--- config.mk ---
export PLATFORM = sky130hd
export DESIGN_NAME = cmdq_top
export DESIGN_NICKNAME = d
export VERILOG_FILES = /design/src/rtl/cmdq_pkg.sv /design/src/rtl/cmdq_filter.sv /design/src/rtl/cmdq_store.sv /design/src/rtl/cmdq_host.sv /design/src/rtl/cmdq_top.sv
export SDC_FILE = /design/constraint.sdc
export NUM_CORES = 1
export LEC_CHECK = 0
export CAP_MARGIN = 20
export CORE_MARGIN = 4
export CORE_UTILIZATION = 60
export DETAILED_ROUTE_END_ITERATION = 12
export GPL_TIMING_DRIVEN = 0
export HOLD_SLACK_MARGIN = 0.1
export PLACE_DENSITY = 0.79
export SLEW_MARGIN = 10
export SYNTH_ARGS = -nofsm -noshare
export SYNTH_HDL_FRONTEND = slang
export SYNTH_SLANG_ARGS = --single-unit
--- constraint.sdc ---
create_clock -name clk -period 4 [get_ports clk]
set_input_delay 0.8 -clock clk [delete_from_list [all_inputs] [get_ports clk]]
set_output_delay 0.8 -clock clk [all_outputs]
set_load 0.02 [all_outputs]
--- src/rtl/cmdq_pkg.sv ---
package cmdq_pkg;

    typedef enum logic {
        MODE_TERMINAL   = 1'b0,
        MODE_CONTROLLER = 1'b1
    } src_mode_e;

    typedef struct packed {
        src_mode_e mode;
        logic      has_data;
    } wr_tag_t;

    localparam int unsigned POP_ADDR = 0;
    localparam int unsigned CLR_ADDR = 1;

    // Decide whether an offered word belongs in the host queue.
    function automatic logic admit_word(input wr_tag_t tag);
        return (tag.mode == MODE_CONTROLLER) || tag.has_data;
    endfunction

endpackage

--- src/rtl/cmdq_filter.sv ---
module cmdq_filter
    import cmdq_pkg::*;
(
    input  logic    wr_valid,
    input  wr_tag_t tag,
    output logic    push
);
    always_comb push = wr_valid && admit_word(tag);
endmodule

--- src/rtl/cmdq_store.sv ---
module cmdq_store #(
    parameter int unsigned DEPTH = 32,
    parameter int unsigned WIDTH = 16,
    localparam int unsigned PTR_W = (DEPTH > 1) ? $clog2(DEPTH) : 1,
    localparam int unsigned CNT_W = $clog2(DEPTH + 1)
) (
    input  logic             clk,
    input  logic             rst,
    input  logic             push,
    input  logic             pop,
    input  logic [WIDTH-1:0] din,
    output logic [WIDTH-1:0] dout,
    output logic [CNT_W-1:0] count,
    output logic             full,
    output logic             empty,
    output logic             drop
);
    logic [WIDTH-1:0] mem [DEPTH];
    logic [PTR_W-1:0] wr_ptr, rd_ptr;
    logic             pop_ok, push_ok;

    always_comb begin
        full    = (count == CNT_W'(DEPTH));
        empty   = (count == '0);
        pop_ok  = pop && !empty;
        push_ok = push && (!full || pop_ok);
        drop    = push && full && !pop_ok;
        dout    = mem[rd_ptr];
    end

    function automatic logic [PTR_W-1:0] next_ptr(input logic [PTR_W-1:0] p);
        return (p == PTR_W'(DEPTH - 1)) ? '0 : p + 1'b1;
    endfunction

    always_ff @(posedge clk) begin
        if (push_ok) mem[wr_ptr] <= din;
    end

    always_ff @(posedge clk) begin
        if (rst) begin
            wr_ptr <= '0;
            rd_ptr <= '0;
            count  <= '0;
        end else begin
            if (push_ok) wr_ptr <= next_ptr(wr_ptr);
            if (pop_ok)  rd_ptr <= next_ptr(rd_ptr);
            case ({push_ok, pop_ok})
                2'b10:   count <= count + 1'b1;
                2'b01:   count <= count - 1'b1;
                default: count <= count;
            endcase
        end
    end


    count_bound_chk: assert property (@(posedge clk) disable iff (rst)
        count <= CNT_W'(DEPTH));


    hold_count_chk: assert property (@(posedge clk) disable iff (rst)
        (push && pop && !empty) |=> $stable(count));


    empty_pop_chk: assert property (@(posedge clk) disable iff (rst)
        (pop && !push && empty) |=> empty);

endmodule

--- src/rtl/cmdq_host.sv ---
module cmdq_host
    import cmdq_pkg::*;
#(
    parameter int unsigned WIDTH  = 16,
    parameter int unsigned ADDR_W = 4
) (
    input  logic              clk,
    input  logic              rst,
    input  logic              host_rd,
    input  logic              host_wr,
    input  logic [ADDR_W-1:0] host_addr,
    input  logic [WIDTH-1:0]  fifo_dout,
    input  logic              empty,
    input  logic              drop,
    output logic              pop,
    output logic [WIDTH-1:0]  rdata,
    output logic              overflow
);
    logic at_pop, at_clr;

    always_comb begin
        at_pop = (host_addr == ADDR_W'(POP_ADDR));
        at_clr = (host_addr == ADDR_W'(CLR_ADDR));
        pop    = host_rd && at_pop;
    end

    always_ff @(posedge clk) begin
        if (rst) begin
            rdata    <= '0;
            overflow <= 1'b0;
        end else begin
            if (host_rd) rdata <= (at_pop && !empty) ? fifo_dout : '0;
            if (drop)                   overflow <= 1'b1;
            else if (host_wr && at_clr) overflow <= 1'b0;
        end
    end


    overflow_set_chk: assert property (@(posedge clk) disable iff (rst)
        drop |=> overflow);


    overflow_clear_chk: assert property (@(posedge clk) disable iff (rst)
        (host_wr && at_clr && !drop) |=> !overflow);


    empty_read_zero_chk: assert property (@(posedge clk) disable iff (rst)
        (host_rd && empty) |=> (rdata == '0));

endmodule

--- src/rtl/cmdq_top.sv ---
module cmdq_top
    import cmdq_pkg::*;
#(
    parameter int unsigned DEPTH  = 32,
    parameter int unsigned WIDTH  = 16,
    parameter int unsigned ADDR_W = 4,
    localparam int unsigned CNT_W = $clog2(DEPTH + 1)
) (
    input  logic              clk,
    input  logic              rst,
    input  logic              wr_valid,
    input  logic [WIDTH-1:0]  wr_word,
    input  logic              wr_mode,
    input  logic              wr_has_data,
    input  logic              host_rd,
    input  logic              host_wr,
    input  logic [ADDR_W-1:0] host_addr,
    output logic [WIDTH-1:0]  host_rdata,
    output logic              full,
    output logic              empty,
    output logic              overflow
);
    wr_tag_t          tag;
    logic             push, pop, drop;
    logic [WIDTH-1:0] fifo_dout;
    logic [CNT_W-1:0] count;

    always_comb begin
        tag.mode     = src_mode_e'(wr_mode);
        tag.has_data = wr_has_data;
    end

    cmdq_filter u_filter (
        .wr_valid (wr_valid),
        .tag      (tag),
        .push     (push)
    );

    cmdq_store #(.DEPTH(DEPTH), .WIDTH(WIDTH)) u_store (
        .clk   (clk),
        .rst   (rst),
        .push  (push),
        .pop   (pop),
        .din   (wr_word),
        .dout  (fifo_dout),
        .count (count),
        .full  (full),
        .empty (empty),
        .drop  (drop)
    );

    cmdq_host #(.WIDTH(WIDTH), .ADDR_W(ADDR_W)) u_host (
        .clk       (clk),
        .rst       (rst),
        .host_rd   (host_rd),
        .host_wr   (host_wr),
        .host_addr (host_addr),
        .fifo_dout (fifo_dout),
        .empty     (empty),
        .drop      (drop),
        .pop       (pop),
        .rdata     (host_rdata),
        .overflow  (overflow)
    );


    terminal_filter_chk: assert property (@(posedge clk) disable iff (rst)
        (wr_valid && !wr_mode && !wr_has_data && !host_rd) |=> $stable(count));


    controller_admit_chk: assert property (@(posedge clk) disable iff (rst)
        (wr_valid && wr_mode && !full && !host_rd) |=> (count == $past(count) + 1'b1));

endmodule

==> impl_metrics.json <==
{
  "outcome": "completed",
  "ir_drop_mv": 0.376,
  "syn-instance-count": 1135,
  "synth_area_leader_cell": "edfxtp_1",
  "mostFrequentLayoutCell": "edfxtp_1",
  "drive_gt1_frac": 0.298,
  "rsz0062_at_grt": "no",
  "nNetsFinal": 1319,
  "path_class": "input port to register",
  "clock-skew-final_ps": 17.2,
  "overflow": 0,
  "fin_crit_ps": 3460,
  "cts_tree": "built",
  "core_mm2": 0.0356,
  "syn_area_mm2": 0.0217,
  "cts_buffers": 52,
  "hp-class": "register to register",
  "post_cts_resized": 0,
  "grt_pass1_vias": 11700,
  "yosysWarningCount": 0,
  "wl_met2_mm": 25.2,
  "drt-vias-per-instance": 6.56,
  "synth_edf_count": 512,
  "final.setup.tns_ps": 0,
  "path_clk_slew_ps": 60,
  "min_period_over_period": 0.866,
  "postRouteAntennaNets": 0,
  "path_buf_inv": 2,
  "cts_setup_buffers": 0,
  "synth_area_leaders": "edfxtp_1, mux4_2, mux2_2",
  "fp.dieW_um": 198,
  "fp-row-count": 69,
  "syn_nets": 1174,
  "yosysSeqAreaShare": 0.744,
  "num_vias": 11700,
  "dp_hpwl_mm": 34.7,
  "grt_max_degree": 33,
  "cp.arrival_ps": 3740,
  "synth.avg_cell_area_um2": 19.1,
  "whs_ps": 487,
  "cpMaxStageDelayCell": "nor2_2",
  "diodes": 0,
  "first_pass_iters": 6,
  "dpl_worst_slack_ps": 2.15,
  "synth_seq_cells": 550,
  "hold_viol_final": 0,
  "max_freq_ghz": 0.289,
  "setup_violations": 0,
  "m1WireLength_mm": 19.4,
  "worst_pin_slew_ps": 1010,
  "maxCapViolations": 0,
  "cts_max_level": 2,
  "final_cell_mix": "edfxtp_1, mux2_2, mux4_2",
  "clockBufferDepth": 3,
  "cpPeakStageDelay_ps": 690,
  "fin_ws_ps": 536,
  "maxUsedRoutingLayer": "met4",
  "slew_headroom": 0.329,
  "pin_count": 46,
  "insertion_delay_ps": 570,
  "drc_errors": 0,
  "p_total_uw": 11500,
  "end_kind": "register",
  "globalRouteTotalUtil": 0.266,
  "grt_pass1_wl_mm": 76.1,
  "place.port_buffers": 44,
  "synth_cell_types": 46,
  "synth_top_area_frac": 0.709,
  "route.met3.wl_mm": 5.10,
  "cts_sinks": 550,
  "drt_iter0_markers": 1622,
  "antenna_found_initial": 0,
  "gp_congestion": 0.966,
  "ys.flop_type": "edfxtp_1",
  "start_util": 0.610,
  "required_ps": 4270,
  "powerDensity_mw_per_mm2": 458,
  "die_area_mm2": 0.0392,
  "die_h_um": 198,
  "syn_to_final_growth_pct": 16.1,
  "p_leak_uw": 0.00788,
  "slew_violations": 0,
  "wl_per_cell_um": 28.8,
  "crit_path_start": "host_addr[3]",
  "async_flop_share": 0,
  "startpoint_type": "input port",
  "cts_hold_buf": 0,
  "critPathMaxFanout": 9,
  "fillers": 2092,
  "hold_start": "u_store.rd_ptr[4]",
  "ctsRootBufferMaster": "clkbuf_16",
  "cp_cell_sequence": "clkdlybuf4s50_1 > nor3_1 > nand3b_1 > a21oi_1 > nand2_1 > nor2_2 > buf_6",
  "routed_wl_mm": 51.3,
  "crit_family": "simple AND/OR/NAND/NOR gates"
}
-- Yosys cell counts, types with 5 or more instances --
library cell / instances
edfxtp_1: 512
mux2_2: 105
mux4_2: 94
nor2_1: 62
nand2_1: 48
a21oi_1: 46
dfxtp_1: 38
clkbuf_1: 30
o22ai_1: 29
a221oi_1: 20
buf_2: 19
buf_1: 11
ha_1: 11
a221oi_2: 10
nor2b_1: 10
nor3_1: 10
a211oi_1: 9
o21ai_0: 8
inv_1: 7
nand3b_1: 6
xnor2_1: 5
-- path summary, 6_finish.rpt --
check	end	slack (ps)	cells after the start
setup / recovery	u_store.mem[31][13]	540	7
hold / removal	register	490	2
setup reg to reg	u_host.rdata[10]	820	7
hold reg to reg	register	490	2
-- report_power, final --
group / total, µW / switching [µW] / internal [µW]
Sequential: 6320 / 13.7 / 6310
Combinational: 329 / 212 / 118
Clock: 4880 / 2020 / 2860
-- per-stage QoR --
stage                     cell area, µm²  std cells   util
final                              25200       1780  0.707
after global routing               25200       1780  0.707
after CTS                          25100       1776  0.706
after detailed placement           23400       1683  0.659
after global placement             22700       1640  0.638
after floorplan                    21700       1135      -
-- final cells by class --
cell class,count,area [µm²],share of cell area
Tap cell,461,577,0.0229
Buffer,63,283,0.0112
Multi-Input combinational cell,515,5320,0.211
Sequential cell,550,16100,0.641
Inverter,7,26.3,0.00104
Timing Repair Buffer,91,1140,0.0453
Clock inverter,34,335,0.0133
Clock buffer,59,1350,0.0536
-- registers in the layout (all words and copies together), names as in the netlist, named ones only --
signal	flops
u_store.rd_ptr	5
u_host.rdata	16
u_store.count	6
u_store.mem	512
u_host.overflow	1
u_store.wr_ptr	5
-- layer usage --
layer  vias to the layer above  global-route usage
li1                       4907                   -
met1                      5977               0.382
met2                       689               0.431
met3                       103              0.0480
met4                         0              0.0757
met5                         -                   0
-- worst min-delay path: cells and delay by family (launching register included) --
family | cells | cell delay, ps
simple gates | 1 | 50
flops | 1 | 320
compound gates | 1 | 60
-- logic make-up after synthesis --
family / share of synthesized area
mux: 0.154
simple gates: 0.0343
flops: 0.744
fa+ha+maj: 0.00727
xor+xnor: 0.00202
compound gates: 0.0439
buf+inv: 0.0143
No activity file was read; power rests on OpenSTA's default activity.
